[src/rtl/cordic_fp_pkg.sv]
package cordic_fp_pkg;

   typedef enum logic {ST_IDLE = 1'b0, ST_RUN = 1'b1} cfp_state_e;

   // Convert a real to single-precision bits (round to nearest, no denormals).
   function automatic logic [31:0] real_to_f32(real v);
      real m;
      int  e;
      int  q;
      logic s;
      s = (v < 0.0);
      m = s ? -v : v;
      if (m == 0.0) return {s, 31'b0};
      e = 0;
      while (m >= 2.0) begin m = m / 2.0; e++; end
      while (m < 1.0)  begin m = m * 2.0; e--; end
      q = $rtoi((m - 1.0) * 8388608.0 + 0.5);
      if (q >= 8388608) begin q = 0; e++; end
      return {s, 8'(e + 127), 23'(q)};
   endfunction

   // atan(2^-i) by power series (i >= 1); i = 0 is pi/4.
   function automatic real atan_pow2(int i);
      real t, t2, term, acc;
      if (i == 0) return 0.78539816339744831;
      t = 1.0;
      for (int k = 0; k < i; k++) t = t / 2.0;
      t2   = t * t;
      term = t;
      acc  = 0.0;
      for (int n = 0; n < 30; n++) begin
         if ((n % 2) == 0) acc = acc + term / real'(2 * n + 1);
         else              acc = acc - term / real'(2 * n + 1);
         term = term * t2;
      end
      return acc;
   endfunction

   localparam logic [31:0] CFP_INV_GAIN = real_to_f32(0.60725293500888);

endpackage

[src/rtl/cfp_atan_rom.sv]
module cfp_atan_rom #(
   parameter int ITER = 24,
   parameter int IW   = 5
) (
   input  logic [IW-1:0] idx,
   output logic [31:0]   val
);
   import cordic_fp_pkg::*;

   logic [31:0] tab [ITER];

   for (genvar g = 0; g < ITER; g++) begin : g_ent
      localparam logic [31:0] CONST_G = real_to_f32(atan_pow2(g));
      assign tab[g] = CONST_G;
   end

   assign val = (int'(idx) < ITER) ? tab[idx] : 32'b0;
endmodule

[src/rtl/cfp_pow2_scale.sv]
module cfp_pow2_scale #(
   parameter int SW = 5
) (
   input  logic [31:0]   v,
   input  logic [SW-1:0] sh,
   output logic [31:0]   o
);
   logic [7:0] ev;
   logic [7:0] shx;

   always_comb begin
      ev  = v[30:23];
      shx = 8'(sh);
      if (ev <= shx) o = {v[31], 31'b0};
      else           o = {v[31], ev - shx, v[22:0]};
   end
endmodule

[src/rtl/cfp_addsub.sv]
module cfp_addsub #(
   parameter int LAT = 2
) (
   input  logic        clk,
   input  logic        rst_n,
   input  logic [31:0] a,
   input  logic [31:0] b,
   input  logic        neg_b,
   output logic [31:0] y
);
   logic        sa, sb, sbig, ssml;
   logic [7:0]  ea, eb, ebig, esml, dexp;
   logic [23:0] ma, mb, mbig, msml;
   logic [26:0] al_sml;
   logic [27:0] acc;
   logic [26:0] norm;
   logic signed [9:0] er;
   logic [31:0] res_c;
   int          lead;

   always_comb begin
      sa = a[31];
      ea = a[30:23];
      ma = (ea == 8'd0) ? 24'd0 : {1'b1, a[22:0]};
      sb = b[31] ^ neg_b;
      eb = b[30:23];
      mb = (eb == 8'd0) ? 24'd0 : {1'b1, b[22:0]};
      if ({ea, ma} >= {eb, mb}) begin
         sbig = sa; ebig = ea; mbig = ma; ssml = sb; esml = eb; msml = mb;
      end else begin
         sbig = sb; ebig = eb; mbig = mb; ssml = sa; esml = ea; msml = ma;
      end
      dexp   = ebig - esml;
      al_sml = (dexp > 8'd26) ? 27'd0 : ({msml, 3'b000} >> dexp);
      if (sbig == ssml) acc = {1'b0, mbig, 3'b000} + {1'b0, al_sml};
      else              acc = {1'b0, mbig, 3'b000} - {1'b0, al_sml};
      lead = -1;
      for (int k = 0; k < 27; k++) if (acc[k]) lead = k;
      norm  = '0;
      er    = '0;
      res_c = 32'b0;
      if (acc[27]) begin
         er    = $signed({2'b00, ebig}) + 10'sd1;
         res_c = {sbig, er[7:0], acc[26:4]};
      end else if (lead >= 0) begin
         norm = acc[26:0] << (26 - lead);
         er   = $signed({2'b00, ebig}) - $signed(10'(26 - lead));
         if (er > 10'sd0) res_c = {sbig, er[7:0], norm[25:3]};
      end
   end

   if (LAT == 0) begin : g_comb
      assign y = res_c;
   end else begin : g_pipe
      logic [31:0] stg [LAT];
      always_ff @(posedge clk or negedge rst_n) begin
         if (!rst_n) begin
            for (int k = 0; k < LAT; k++) stg[k] <= '0;
         end else begin
            stg[0] <= res_c;
            for (int k = 1; k < LAT; k++) stg[k] <= stg[k-1];
         end
      end
      assign y = stg[LAT-1];
   end
endmodule

[src/rtl/cordic_fp_engine.sv]
module cordic_fp_engine #(
   parameter int ITER    = 24,
   parameter int ADD_LAT = 2
) (
   input  logic        clk,
   input  logic        rst_n,
   input  logic        start,
   input  logic        mode,
   input  logic [31:0] op_angle,
   input  logic [31:0] op_x,
   input  logic [31:0] op_y,
   output logic        done,
   output logic [31:0] res_a,
   output logic [31:0] res_b
);
   import cordic_fp_pkg::*;

   localparam int IW = $clog2(ITER);
   localparam int WW = $clog2(ADD_LAT + 2);

   if (ITER < 2 || ITER > 32) begin : g_bad_iter
      $error("ITER must lie in 2..32");
   end
   if (ADD_LAT < 0 || ADD_LAT > 8) begin : g_bad_lat
      $error("ADD_LAT must lie in 0..8");
   end

   cfp_state_e    st_q;
   logic          rot_q, done_q, d_pos, busy;
   logic [31:0]   x_q, y_q, z_q, x_n, y_n, z_n, xs, ys, atan_c;
   logic [IW-1:0] it_q;
   logic [WW-1:0] wt_q;

   assign busy  = (st_q == ST_RUN);
   assign d_pos = rot_q ? ~z_q[31] : y_q[31];

   cfp_pow2_scale #(.SW(IW)) u_scl_x (.v(x_q), .sh(it_q), .o(xs));
   cfp_pow2_scale #(.SW(IW)) u_scl_y (.v(y_q), .sh(it_q), .o(ys));
   cfp_atan_rom #(.ITER(ITER), .IW(IW)) u_rom (.idx(it_q), .val(atan_c));

   cfp_addsub #(.LAT(ADD_LAT)) u_add_x (.clk(clk), .rst_n(rst_n), .a(x_q), .b(ys),
                                        .neg_b(d_pos), .y(x_n));
   cfp_addsub #(.LAT(ADD_LAT)) u_add_y (.clk(clk), .rst_n(rst_n), .a(y_q), .b(xs),
                                        .neg_b(~d_pos), .y(y_n));
   cfp_addsub #(.LAT(ADD_LAT)) u_add_z (.clk(clk), .rst_n(rst_n), .a(z_q), .b(atan_c),
                                        .neg_b(d_pos), .y(z_n));

   always_ff @(posedge clk or negedge rst_n) begin
      if (!rst_n) begin
         st_q   <= ST_IDLE;
         rot_q  <= 1'b0;
         done_q <= 1'b0;
         x_q    <= '0;
         y_q    <= '0;
         z_q    <= '0;
         it_q   <= '0;
         wt_q   <= '0;
      end else begin
         done_q <= 1'b0;
         case (st_q)
            ST_IDLE: if (start) begin
               rot_q <= ~mode;
               x_q   <= mode ? op_x : CFP_INV_GAIN;
               y_q   <= mode ? op_y : 32'b0;
               z_q   <= mode ? 32'b0 : op_angle;
               it_q  <= '0;
               wt_q  <= '0;
               st_q  <= ST_RUN;
            end
            ST_RUN: begin
               if (wt_q == WW'(ADD_LAT)) begin
                  x_q  <= x_n;
                  y_q  <= y_n;
                  z_q  <= z_n;
                  wt_q <= '0;
                  if (it_q == IW'(ITER - 1)) begin
                     st_q   <= ST_IDLE;
                     done_q <= 1'b1;
                  end else begin
                     it_q <= it_q + 1'b1;
                  end
               end else begin
                  wt_q <= wt_q + 1'b1;
               end
            end
            default: st_q <= ST_IDLE;
         endcase
      end
   end

   assign done  = done_q;
   assign res_a = rot_q ? x_q : z_q;
   assign res_b = rot_q ? y_q : x_q;
endmodule

[config.mk]
export PLATFORM = sky130hd
export DESIGN_NAME = cordic_fp_engine
export DESIGN_NICKNAME = d
export VERILOG_FILES = /design/src/rtl/cordic_fp_pkg.sv /design/src/rtl/cfp_atan_rom.sv /design/src/rtl/cfp_pow2_scale.sv /design/src/rtl/cfp_addsub.sv /design/src/rtl/cordic_fp_engine.sv
export SDC_FILE = /design/constraint.sdc
export NUM_CORES = 2
export LEC_CHECK = 0
export BUFFER_PORTS_ARGS = -buffer_cell sky130_fd_sc_hd__buf_4
export CORE_ASPECT_RATIO = 1.5
export CORE_MARGIN = 3
export CORE_UTILIZATION = 65
export CTS_BUF_LIST = sky130_fd_sc_hd__clkbuf_16
export CTS_CLUSTER_DIAMETER = 60
export CTS_CLUSTER_SIZE = 12
export DETAILED_ROUTE_END_ITERATION = 7
export GPL_TIMING_DRIVEN = 1
export HOLD_SLACK_MARGIN = 0.02
export PLACE_DENSITY = 0.83
export SYNTH_ARGS = -nofsm -noshare
export SYNTH_HDL_FRONTEND = slang
export SYNTH_HIERARCHICAL = 1
export SYNTH_SLANG_ARGS = --single-unit
[constraint.sdc]
create_clock -name clk -period 27.1 [get_ports clk]
set_input_delay 1.355 -clock clk [delete_from_list [all_inputs] [get_ports clk]]
set_output_delay 1.355 -clock clk [all_outputs]
set_load 0.1 [all_outputs]
==> flow_metrics.tcl <==
set metrics [dict create \
    post_cts_buffers 0 \
    critPathSlowestCell "a21oi_2" \
    vias 47076 \
    syn2layout_area_growth_pct 3.41 \
    drv_slew 0 \
    fill_cells 5573 \
    netlist_area_um2 42500 \
    numCtsBuffers 34 \
    finalSetupViolCount 0 \
    grt_use_total_pct 49.1 \
    synth.top_cell.area_share_pct 17.5 \
    ctsLongestPathBuffers 3 \
    maxCapViolCount 0 \
    synth-edff-count 0 \
    final_common_cell "nand2_1" \
    viasPerCell 7.32 \
    synth_ff_type "dfrtp_1" \
    rows 114 \
    netlist_instances 5756 \
    finalNetCount 5961 \
    port_buffers 164 \
    worstPathArrival_ns 19.92 \
    drcViolationCount 0 \
    ys_async_sr_fraction_pct 100 \
    drt_pass1_iterations 8 \
    rsz0062_at_grt "false" \
    first_global_vias 44041 \
    drive_gt1_share_pct 10.7 \
    critPathMostFrequentCell "a21oi_1" \
    cts_root_buf "clkbuf_16" \
    worstPathRequired_ns 27.60 \
    hpwl_um 136000 \
    die_h_um 319 \
    ant_nets 0 \
    avgSynthCellArea_um2 7.39 \
    yosysWarnings 6 \
    clk_pin_slew_ns 0.07 \
    grt_pass1_wl_um 263000 \
    synth-seq-area-share_pct 17.5 \
    multi_input_area_um2 31500 \
    tns_ns 0 \
    clk_latency_ns 0.58 \
    synthTopCellsByArea "dfrtp_1 (18%), ha_1 (9.2%), nand2_1 (5.1%)" \
    start_util_pct 65.8 \
    hold_path.class "reg2reg" \
    start_kind "register" \
    die_area_um2 68600 \
    layout_common_cells "nand2_1 (572), nor2_1 (495), o21ai_0 (415)" \
    htreeDepth 2 \
    slowest_delay_ns 0.76 \
    post-route-period-util_pct 71.7 \
    outcome "finished, final reports clean" \
    place_congestion 1.12 \
    io_pins 165 \
    synth_top_area_cell "dfrtp_1" \
    period_needed_ns 19.42 \
    clock_skew_ns 0.0583 \
    routedWlPerCell_um 27.6 \
    core_area_um2 64600 \
    slew_headroom_pct 14.8 \
    cts_sinks 298 \
    yosysUniqueCellTypes 137 \
    maxClockFrequency_ghz 0.0515 \
    post_cts_resized 0 \
    worstMarginPinSlew_ns 1.26 \
    seq_area_um2 7460 \
    cp_max_fo 31 \
    drt-initial-drc-count 7223 \
    routed_wl_um 177000 \
    grt.overflow.total 0 \
    critPathKind "reg2reg" \
    synth-seq-cells 298 \
    grt_max_degree 103 \
    end_kind "register" \
    antenna_found_initial 4 \
    hold_viol_final 0 \
    cts_tree "built" \
    die_x_um 215 \
    cts_hold_buf 0 \
]
-- registers in the layout, summed over array words and instances, names as in the netlist --
| register | count |
|---|---|
| x_q | 32 |
| u_add_x/y | 32 |
| wt_q | 2 |
| y_q | 32 |
| u_add_z/y | 32 |
| rot_q | 1 |
| u_add_y/y | 32 |
| z_q | 32 |
| u_add_z/g_pipe.stg | 32 |
| it_q | 5 |
| u_add_x/g_pipe.stg | 32 |
| done | 1 |
| busy | 1 |
| u_add_y/g_pipe.stg | 32 |
-- critical path, delay by kind of cell, from the launching register on --
family / cells / cell delay (ns)
compound gates: 33 / 7.85
xor+xnor: 1 / 0.13
mux: 2 / 0.57
simple gates: 16 / 5.16
buf+inv: 9 / 2.42
flops: 1 / 0.58
fa+ha+maj: 8 / 2.60
-- metrics by stage --
stage	instance area, um2	instances	setup slack [ns]	utilization [%]	hold WS [ns]
6_report	44000	6427	7.68	68.1	0.320
3_5_place_dp	43000	6375	8.26	66.5	0.335
2_1_floorplan	42500	5757	10.91	-	0.331
5_1_grt	44000	6423	6.68	68.1	0.333
3_3_place_gp	43000	6375	8.58	66.5	0.331
4_1_cts	44000	6423	8.24	68.0	0.318
-- cell type report --
type / instances / area share, %
Timing Repair Buffer: 232 / 3.98
Inverter: 309 / 2.65
Multi-Input combinational cell: 4666 / 71.6
Tap cell: 870 / 2.47
Antenna cell: 4 / 0.0228
Clock buffer: 34 / 1.93
Clock inverter: 14 / 0.347
Sequential cell: 298 / 17.0
-- metal layers --
layer  global-route usage [%]  wire length, um  vias up
li1                         -                -    20483
met4                     45.3            21400        2
met1                     53.2            58400    21935
met5                        0               24        -
met3                     11.6            18400     1149
met2                     79.1            79000     3507
-- cell usage after synthesis, types with 101 or more instances --
cell / n
nand2_1: 574
and2_1: 102
buf_4: 126
dfrtp_1: 298
nor3_1: 148
ha_1: 312
clkbuf_1: 230
a22oi_1: 101
inv_1: 291
nor2b_1: 101
a21oi_1: 398
o21ai_0: 415
mux2i_1: 205
mux2_2: 129
nor2_1: 497
nand3_1: 231
-- kinds of logic (layout without fill, tap and decap cells) --
group / Yosys count / after routing / synth area share [%]
and+or+nand+nor: 2045 / 2045 / 23.4
AOI/OAI and AO/OA: 1808 / 1808 / 28.1
buffers and inverters: 793 / 589 / 8.72
muxes: 371 / 371 / 10.1
adders and majority gates: 320 / 320 / 9.55
DFF: 298 / 298 / 17.5
xor gates and xnor gates: 120 / 120 / 2.56
other: 1 / 6 / 0.00882
-- path summary, 6_finish.rpt --
| path | from | endpoint | slack, ns | cells after the start |
|---|---|---|---|---|
| setup / recovery | it_q[0] | u_add_y/g_pipe.stg[47] | 7.68 | 69 |
| hold / removal | u_add_y/g_pipe.stg[59] | u_add_y/y[27] | 0.32 | 0 |
| setup reg to reg | it_q[0] | u_add_y/g_pipe.stg[47] | 7.68 | 69 |
| hold reg to reg | u_add_y/g_pipe.stg[59] | u_add_y/y[27] | 0.32 | 0 |
| max in group asynchronous | rst_n | u_add_y/y[12] | 24.08 | 3 |
| min in group asynchronous | rst_n | u_add_z/g_pipe.stg[32] | 0.77 | 1 |
Power is left out: the tool's default activity adds up to more than one toggle a clock period on the data nets, which glitch-free logic cannot reach.
